$ cat src/rtl/pwu_pkg.sv
package pwu_pkg;
  localparam int REG_W = 8;

  typedef enum logic [1:0] {
    A_DIV  = 2'd0,
    A_INT  = 2'd1,
    A_STAT = 2'd2,
    A_RSVD = 2'd3
  } pwu_addr_e;

  localparam logic [REG_W-1:0] DIV_RST = 8'h1F;
  localparam logic [REG_W-1:0] INT_RST = 8'hFF;
endpackage

$ cat src/rtl/pwu_regs.sv
module pwu_regs
  import pwu_pkg::*;
(
  input  logic             clk_i,
  input  logic             rst_ni,
  input  logic             wr_en_i,
  input  logic [1:0]       addr_i,
  input  logic [REG_W-1:0] wdata_i,
  input  logic             prst_cnt_zero_i,
  input  logic             irq_i,
  output logic [REG_W-1:0] rdata_o,
  output logic [REG_W-1:0] div_o,
  output logic [REG_W-1:0] int_o,
  output logic             en_o,
  output logic             restart_o,
  output logic             clr_o
);
  logic [REG_W-1:0] div_q, int_q;
  logic             en_q;
  logic             wr_div, wr_int, wr_zero;

  assign wr_div  = wr_en_i && (addr_i == A_DIV);
  assign wr_int  = wr_en_i && (addr_i == A_INT);
  assign wr_zero = wr_int && (wdata_i == '0);

  // changed or re-enabling value restarts; accepted zero also restarts
  always_comb begin
    restart_o = 1'b0;
    if (wr_int) begin
      if (wdata_i == '0) restart_o = !prst_cnt_zero_i;
      else               restart_o = (wdata_i != int_q) || !en_q;
    end
  end

  assign clr_o = wr_en_i && (addr_i == A_STAT) && wdata_i[0];

  always_ff @(posedge clk_i or negedge rst_ni) begin
    if (!rst_ni) begin
      div_q <= DIV_RST;
      int_q <= INT_RST;
      en_q  <= 1'b1;
    end else begin
      if (wr_div) div_q <= wdata_i;
      if (wr_int && restart_o) begin
        if (wdata_i == '0) begin
          int_q <= INT_RST;
          en_q  <= 1'b0;
        end else begin
          int_q <= wdata_i;
          en_q  <= 1'b1;
        end
      end
    end
  end

  always_comb begin
    unique case (addr_i)
      A_DIV:   rdata_o = div_q;
      A_INT:   rdata_o = int_q;
      A_STAT:  rdata_o = {{(REG_W-2){1'b0}}, en_q, irq_i};
      default: rdata_o = '0;
    endcase
  end

  assign div_o = div_q;
  assign int_o = int_q;
  assign en_o  = en_q;

  a_r6_zero_disables: assert property (@(posedge clk_i) disable iff (!rst_ni)
    (wr_zero && !prst_cnt_zero_i) |=> (int_q == INT_RST && !en_q));

  a_r7_zero_refused: assert property (@(posedge clk_i) disable iff (!rst_ni)
    (wr_zero && prst_cnt_zero_i) |=> ($stable(int_q) && $stable(en_q)));
endmodule

$ cat src/rtl/pwu_tick_gen.sv
module pwu_tick_gen
  import pwu_pkg::*;
#(
  parameter int BASE_CYC = 504,
  parameter int STEP_CYC = 16
) (
  input  logic             clk_i,
  input  logic             rst_ni,
  input  logic [REG_W-1:0] div_i,
  input  logic             restart_i,
  output logic             tick_o
);
  localparam int MAX_PER = BASE_CYC + STEP_CYC * ((1 << REG_W) - 1);
  localparam int PER_W   = $clog2(MAX_PER + 1);

  logic [REG_W-1:0] div_act_q;
  logic [PER_W-1:0] cnt_q, period;

  assign period = PER_W'(BASE_CYC) + PER_W'(STEP_CYC) * PER_W'(div_act_q);
  assign tick_o = !restart_i && (cnt_q == period - PER_W'(1));

  // divider latched only at tick boundary or restart
  always_ff @(posedge clk_i or negedge rst_ni) begin
    if (!rst_ni) begin
      cnt_q     <= '0;
      div_act_q <= DIV_RST;
    end else if (restart_i || tick_o) begin
      cnt_q     <= '0;
      div_act_q <= div_i;
    end else begin
      cnt_q <= cnt_q + PER_W'(1);
    end
  end

  a_r2_cnt_bound: assert property (@(posedge clk_i) disable iff (!rst_ni)
    cnt_q < period);
endmodule

$ cat src/rtl/pwu_interval_cnt.sv
module pwu_interval_cnt
  import pwu_pkg::*;
(
  input  logic             clk_i,
  input  logic             rst_ni,
  input  logic             tick_i,
  input  logic             restart_i,
  input  logic [REG_W-1:0] int_i,
  input  logic             en_i,
  input  logic             clr_i,
  output logic             irq_o
);
  logic [REG_W-1:0] tcnt_q;
  logic             hit;

  assign hit = tick_i && (tcnt_q == int_i - REG_W'(1));

  always_ff @(posedge clk_i or negedge rst_ni) begin
    if (!rst_ni) begin
      tcnt_q <= '0;
    end else if (restart_i || hit) begin
      tcnt_q <= '0;
    end else if (tick_i) begin
      tcnt_q <= tcnt_q + REG_W'(1);
    end
  end

  // set wins over same-cycle clear
  always_ff @(posedge clk_i or negedge rst_ni) begin
    if (!rst_ni)              irq_o <= 1'b0;
    else if (hit && en_i)     irq_o <= 1'b1;
    else if (clr_i)           irq_o <= 1'b0;
  end

  a_r3_irq_on_tick: assert property (@(posedge clk_i) disable iff (!rst_ni)
    $rose(irq_o) |-> $past(tick_i && en_i));

  a_r9_irq_sticky: assert property (@(posedge clk_i) disable iff (!rst_ni)
    (irq_o && !clr_i) |=> irq_o);
endmodule

$ cat src/rtl/pwu_timer.sv
module pwu_timer
  import pwu_pkg::*;
#(
  parameter int BASE_CYC = 504,
  parameter int STEP_CYC = 16
) (
  input  logic       clk_i,
  input  logic       rst_ni,
  input  logic       wr_en_i,
  input  logic [1:0] addr_i,
  input  logic [7:0] wdata_i,
  output logic [7:0] rdata_o,
  input  logic       prst_cnt_zero_i,
  output logic       irq_o
);
  logic [REG_W-1:0] div, intv;
  logic             en, restart, clr, tick, irq;

  pwu_regs u_regs (
    .clk_i, .rst_ni, .wr_en_i, .addr_i, .wdata_i, .prst_cnt_zero_i,
    .irq_i(irq), .rdata_o, .div_o(div), .int_o(intv), .en_o(en),
    .restart_o(restart), .clr_o(clr)
  );

  pwu_tick_gen #(.BASE_CYC(BASE_CYC), .STEP_CYC(STEP_CYC)) u_tick (
    .clk_i, .rst_ni, .div_i(div), .restart_i(restart), .tick_o(tick)
  );

  pwu_interval_cnt u_icnt (
    .clk_i, .rst_ni, .tick_i(tick), .restart_i(restart), .int_i(intv),
    .en_i(en), .clr_i(clr), .irq_o(irq)
  );

  assign irq_o = irq;
endmodule

$ cat config.mk
export PLATFORM = sky130hd
export DESIGN_NAME = pwu_timer
export DESIGN_NICKNAME = d
export VERILOG_FILES = /design/src/rtl/pwu_pkg.sv /design/src/rtl/pwu_regs.sv /design/src/rtl/pwu_tick_gen.sv /design/src/rtl/pwu_interval_cnt.sv /design/src/rtl/pwu_timer.sv
export SDC_FILE = /design/constraint.sdc
export NUM_CORES = 1
export LEC_CHECK = 0
export ABC_AREA = 1
export ABC_CLOCK_PERIOD_IN_PS = 2600
export BUFFER_PORTS_ARGS = -buffer_cell sky130_fd_sc_hd__buf_2
export CAP_MARGIN = 20
export CORE_ASPECT_RATIO = 0.6
export CORE_UTILIZATION = 55
export CTS_BUF_LIST = sky130_fd_sc_hd__clkbuf_8
export CTS_CLUSTER_DIAMETER = 100
export DETAILED_ROUTE_END_ITERATION = 8
export GPL_ROUTABILITY_DRIVEN = 0
export PLACE_DENSITY = 0.77
export SYNTH_ARGS = -nofsm -noshare
export SYNTH_HDL_FRONTEND = slang
export SYNTH_HIERARCHICAL = 1
export SYNTH_SLANG_ARGS = --single-unit
$ cat constraint.sdc
create_clock -name clk_i -period 2.6 [get_ports clk_i]
set_input_delay 0.65 -clock clk_i [delete_from_list [all_inputs] [get_ports clk_i]]
set_output_delay 0.65 -clock clk_i [all_outputs]
set_load 0.03 [all_outputs]
==> results of run 1 <==
==> area by class of cell <==
class / instances / area, µm²
fillers: 448 / 1752
multi-input cells: 327 / 1708
flip-flops and latches: 47 / 1200
inverters: 65 / 244.0
repair buffers: 32 / 185.2
well taps: 77 / 96.34
clock buffers: 6 / 82.58
clock inverters: 2 / 12.51
==> how the worst max path moves through the flow <==
| stage | end |
|---|---|
| global placement | u_icnt/tcnt_q[2] |
| detailed placement | u_icnt/tcnt_q[0] |
| global route | u_icnt/tcnt_q[6] |
| floorplan | u_icnt/tcnt_q[0] |
| CTS | u_icnt/tcnt_q[0] |
| finish | u_icnt/tcnt_q[6] |
==> synth_stat cells (all sizes together) <==
cell type	count
nand2	158
inv	64
nor2	62
nand3	49
dfrtp	28
dfstp	19
o21ai	19
xor2	11
xnor2	7
nand4	6
ha	4
buf	3
a21oi	2
o211ai	2
a22o	1
clkinv	1
mux2i	1
nand3b	1
nor3	1
o21bai	1
o22ai	1
or2	1
==> layer usage <==
| metal | global-route usage, % | wire length, µm | vias to the layer above |
|---|---|---|---|
| met5 | 0 | 0 | - |
| met3 | 6.221 | 800 | 12 |
| met1 | 43.60 | 3761 | 1305 |
| met4 | 7.983 | 95 | 0 |
| met2 | 36.01 | 2760 | 129 |
| li1 | - | - | 1440 |
==> cells by family after synthesis <==
| kind of cell | synth area share (%) |
|---|---|
| adder cells (fa/ha/maj) | 1.591 |
| XOR/XNOR | 5.012 |
| AND/OR/NAND/NOR | 41.05 |
| multiplexers | 0.3182 |
| AO/OA/AOI/OAI | 4.893 |
| flip-flops | 38.15 |
| buffers and inverters | 8.990 |
==> flip-flops by register name, indices dropped and copies added (netlist names) <==
| name | flops |
|---|---|
| u_tick/cnt_q | 13 |
| u_icnt/tcnt_q | 8 |
| u_regs/en_o | 1 |
| u_icnt/irq_o | 1 |
| u_regs/div_o | 8 |
| u_regs/int_o | 8 |
| u_tick/div_act_q | 8 |
==> cell usage in the layout, fill, tap and decap left out, types with 2 or more instances in the layout <==
cell      instances
nand2_1         135
inv_1            57
nor2_1           46
nand3_1          43
dfrtp_1          28
buf_2            22
dfstp_2          19
nand2_2          18
o21ai_0          18
nor2_2           12
xor2_1           11
buf_4            10
inv_2             8
xnor2_1           7
clkbuf_8          6
nand4_1           6
nand2_4           5
nand3_2           4
ha_1              3
nor2_4            3
nand3_4           2
o211ai_1          2
==> worst max-delay path: stages, from the launching register on <==
cell and delay (ns):
dfstp_2 0.57, inv_2 0.05, ha_4 0.23, nand2_2 0.05, inv_1 0.04, nor2_1 0.07, nand3_1 0.08, nor2_1 0.13
nand3_1 0.11, nor2_2 0.13, nand3_4 0.09, nor2_4 0.16, nand3_2 0.09, nor2_2 0.11, nand2_1 0.07, nor2_2 0.12
nand3_4 0.12, nand2_4 0.12, nor2_1 0.05
==> stage by stage <==
step,std cells,hold slack (ns)
final,556,0.3646
after floorplan,442,0.3544
after global placement,547,0.4636
after global routing,556,0.4060
after CTS,555,0.3806
after detailed placement,547,0.4657
==> report_power, final <==
group          total, µW  switching, µW  internal [µW]
clock                456            242            214
combinational        686            429            257
sequential          1010            132            874
==> timing repair <==
action,4_1_cts,5_1_grt
gates resized for setup,1,12
hold buffers,0,0
pin swaps,0,11
setup buffers,0,1
endpoints found under the setup margin,8,9
==> results by group, run 1 <==
Detailed routing
  • WL final: 7418 µm
  • WL/cell: 13.34 µm
  • DRT iter0 DRCs: 204
  • Post-route ant nets: 0
  • Drt first pass iters: 5
  • Drt drc: 0
  • Via count: 2886
  • DR vias/cell: 5.191

GRT
  • Antenna violations before repair: 0
  • Vias in the first global route: 2531
  • Pin count of the biggest net entering global routing: 31
  • GRT Total Usage: about 27%
  • Total gr overflow: 0
  • First-pass GRT wire length: 12370 µm

Floorplan
  • Core area: 5280 µm²
  • Top Ports: 23
  • Total die area: 6036 µm²
  • Chip Width: 99.63 µm
  • Cell Rows: 20
  • Starting Density: between 50 and 60%
  • Die height: 60.58 µm

Placement
  • HPWL after detailed placement: 5712 µm
  • PortBufs: 22
  • Dpl cell area: 3381 µm²
  • Worst slack, placed: -0.02692 ns

Yosys
  • Top cells by area, synth: dfrtp_1, nand2_1, dfstp_2, inv_1, nand3_1
  • Yosys reg bits: 47
  • Number of distinct library cells after synthesis: 34
  • Syn nets: 460
  • Synthesized area per cell: slightly above 7 µm²
  • Yosys top cell area share: 22.28%
  • Gate Count Post-Synth: 442
  • Sequential share of the synthesized area: 38.15%
  • Synth area leader: dfrtp_1
  • Synth Warn #: 6
  • Syn Std Cell Area: 3146 µm²

Clocking
  • Htree depth: 2
  • Clock buffer depth: 2
  • Clock sinks: 47
  • Clk slew on worst S/H paths: approximately 0.08 ns
  • Worst-skew pair later-pin latency: 0.30 ns
  • CTS tree: done
  • Num CTS Buffers: 5
  • Root Driver: clkbuf_8

Critical path
  • Critical Path RT: ~2.8 ns
  • Worst R2R Setup Slack: 0.11 ns
  • Reg2reg end: u_icnt/tcnt_q[6]
  • Critical path type: reg -> reg
  • Critical Path Sink Type: flip-flop
  • Critical path startpoint: u_tick/div_act_q[1]
  • CP Data Arrival Time: 2.69 ns
  • Max FO, Critical Path: 6
  • Worst R2R Path Depth: 18
  • Critical path launch point type: flip-flop
  • R2r startpoint: u_tick/div_act_q[1]

STA
  • Max Slew Vio Count: 0
  • RSZ-0062 raised after global routing: yes
  • Fin Clk Skew: 0.005658 ns
  • Upper clock frequency limit: 401.1 MHz
  • Worst Setup Slack, final: 0.1067 ns
  • # setup viols final: 0
  • TNS Setup: 0 ns
  • Tightest Pin Transition: 0.6538 ns
  • Tcrit/Tclk final: 95.90%
  • Final Hold Fails: 0
  • Final min period: 2.493 ns
  • Rel. slew slack: 56.41%

Run status
  • Outcome: finished, final reports clean

Layout
  • Core Util, Final: between 60% and 70%
  • Layout cell share with drive strength beyond 1: roughly a quarter
  • Final instance area: roughly 3500 µm²
  • Area Growth Syn to Fin: 12.17%
  • Ant. Diodes: 0
  • Final nets: 496

Power
  • Maximum vdd drop: 0.0003078 V
  • Pwr Total: 2147 µW
  • Power Dens Cells: 608.4 nW/µm²
  • LEAKAGE: 0.001808 µW

Worst hold path
  • HP Class: in -> async

Run
  • Count of maximum capacitance violations: 0
Power figures use the tool's default switching activity.
==> run 2: changes to the inputs <==
CELL_PAD_IN_SITES_DETAIL_PLACEMENT = 1   (was not set)
CELL_PAD_IN_SITES_GLOBAL_PLACEMENT = 2   (was not set)
CORE_UTILIZATION = 32   (was 55)
==> run 2 against run 1 <==
  * Non-clock buffer count up 4
  * Global-route usage down 7.4 points
  * Sequential power about the same
  * Clock power up 20%
  * Final cell count up 10%
  * Combinational power up 11%
  * Total power up 8.0%
  * Setup slack worse by 0.0022 ns
  * Die area up 70%
==> results by group, run 2 (same netlist as run 1, synthesis figures left out) <==
Critical path
  • CP max-delay cell: dfstp_2
  • Delay of the slowest cell on the worst path: 0.55 ns
  • Worst R2R Setup Slack: 0.10 ns
  • Critical path launch point type: flip-flop
  • Reg2reg end: u_icnt/tcnt_q[2]
  • CP Data Arrival Time: 2.69 ns
  • Critical Path RT: approximately 2.8 ns
  • Max FO, Critical Path: 6
  • Sequence of cells on the critical path: inv_2, ha_4, nor2_2, nor2_2, nand3_2, nor2_4, nand3_2, nor2_4, nand3_4, nor2_4, nand3_2, nor2_1, nand2_1, nor2_2, nand3_4, nand2_8, nor2_1
  • CP top delay family: simple AND/OR/NAND/NOR gates
  • R2r startpoint: u_tick/div_act_q[0]
  • Critical path buffers and inverters: 1
  • Worst R2R Path Depth: 17
  • Critical Path Sink Type: flip-flop
  • Critical path type: reg -> reg

Clocking
  • Clk slew on worst S/H paths: about 0.10 ns
  • Root Driver: clkbuf_8
  • Post-CTS Hold Buffers: 0
  • Clock sinks: 47
  • Htree depth: 2
  • Num CTS Buffers: 5
  • Clock buffer depth: 2
  • CTS tree: done
  • Worst-skew pair later-pin latency: 0.31 ns

STA
  • Tightest Pin Transition: a little under 0.6 ns
  • Final Hold Slack: 0.3290 ns
  • Fin Clk Skew: 0.01786 ns
  • Final Hold Fails: 0
  • Max Slew Vio Count: 0
  • Rel. slew slack: 60.92%
  • Tcrit/Tclk final: 95.98%
  • Final min period: 2.496 ns
  • Upper clock frequency limit: between 400 and 500 MHz
  • # setup viols final: 0

GRT
  • Total gr overflow: 0
  • Pin count of the biggest net entering global routing: 23
  • Vias in the first global route: about 2.8k
  • First-pass GRT wire length: 15170 µm
  • GRT Total Usage: 19.95%
  • Antenna violations before repair: 0

Power
  • Power Dens Cells: 618.5 nW/µm²
  • Maximum vdd drop: 0.0003040 V
  • LEAKAGE: 0.001847 µW
  • Pwr Total: about 2300 µW

Layout
  • Sequential cell area: between 1000 and 1500 µm²
  • Most frequent cells in the layout: nand2_1, inv_1, nor2_1, nand3_1, dfrtp_1
  • Final nets: 500
  • Top reg by flops: u_tick/cnt_q
  • Layout cell share with drive strength beyond 1: 27.74%
  • Ant. Diodes: 0
  • Area Growth Syn to Fin: 19.17%
  • Area of the multi-input gates: 1802 µm²
  • Layout fillers: 1221
  • Max reg flops: 13
  • Leading cell type in the layout, fill and taps excluded: nand2_1

Detailed routing
  • DRT iter0 DRCs: 115
  • DR vias/cell: 4.732
  • WL final: 9414 µm
  • Drt drc: 0
  • WL/cell: 15.36 µm
  • Drt first pass iters: 5
  • Post-route ant nets: 0
  • Via count: 2901

Floorplan
  • Total die area: 10240 µm²
  • Core area: 9358 µm²
  • Cell Rows: 27
  • Chip Width: 130.0 µm
  • Die height: 78.80 µm
  • Top Ports: 23
  • Starting Density: between 30 and 40%

Run
  • Count of maximum capacitance violations: 0

Placement
  • PortBufs: 22
  • HPWL after detailed placement: 7486 µm

Run status
  • Outcome: finished, final reports clean

Worst hold path
  • HP Class: in -> async
[run 2: metrics by stage]
| step | utilization (%) | area (µm²) | setup WS, ns | setup TNS (ns) | instances |
|---|---|---|---|---|---|
| 3_3_place_gp | 37.21 | 3482 | 0.002419 | 0 | 603 |
| 2_1_floorplan | - | 3146 | 0.02694 | 0 | 442 |
| 5_1_grt | 40.06 | 3749 | -0.02174 | -0.02298 | 613 |
| 6_report | 40.06 | 3749 | 0.1045 | 0 | 613 |
| 3_5_place_dp | 37.21 | 3482 | -0.09559 | -0.7295 | 603 |
| 4_1_cts | 38.70 | 3621 | 0.02827 | 0 | 612 |
[run 2: worst max-delay path by stage]
stage | start | to | slack [ns] | cells past startpoint
after floorplan | u_tick/div_act_q[0] | u_icnt/tcnt_q[0] | 0.03 | 18
after global placement | u_tick/div_act_q[0] | u_icnt/tcnt_q[3] | 0.002 | 19
after detailed placement | u_tick/div_act_q[0] | u_icnt/tcnt_q[3] | -0.1 | 19
after CTS | u_tick/div_act_q[0] | u_icnt/tcnt_q[3] | 0.03 | 18
after global routing | u_tick/div_act_q[0] | u_icnt/tcnt_q[2] | -0.02 | 17
final | u_tick/div_act_q[0] | u_icnt/tcnt_q[2] | 0.10 | 17
[run 2: what timing repair did]
action	4_1_cts	5_1_grt
endpoints found under the setup margin	9	9
gates resized for setup	6	32
buffers inserted	1	1
gates cloned	0	0
pin swaps	14	16
[run 2: layout make-up]
type | instances | share of cell area [%]
Multi-Input combinational cell | 327 | 48.06
Sequential cell | 47 | 32.01
Inverter | 65 | 6.575
Timing Repair Buffer | 36 | 6.175
Tap cell | 130 | 4.339
Clock buffer | 5 | 1.836
Clock inverter | 3 | 1.001
[run 2: power breakdown]
group / total (µW) / internal [µW] / switching [µW]
clock network: 548 / 281 / 267
registers: 1010 / 873 / 133
logic: 764 / 292 / 472
[run 2: per-layer routing]
layer | GRT usage, % | vias to the layer above | wire length (µm)
li1 | - | 1444 | -
met1 | 33.91 | 1406 | 5462
met2 | 24.92 | 49 | 3420
met3 | 3.369 | 2 | 500
met4 | 3.488 | 0 | 30
met5 | 0 | - | 0
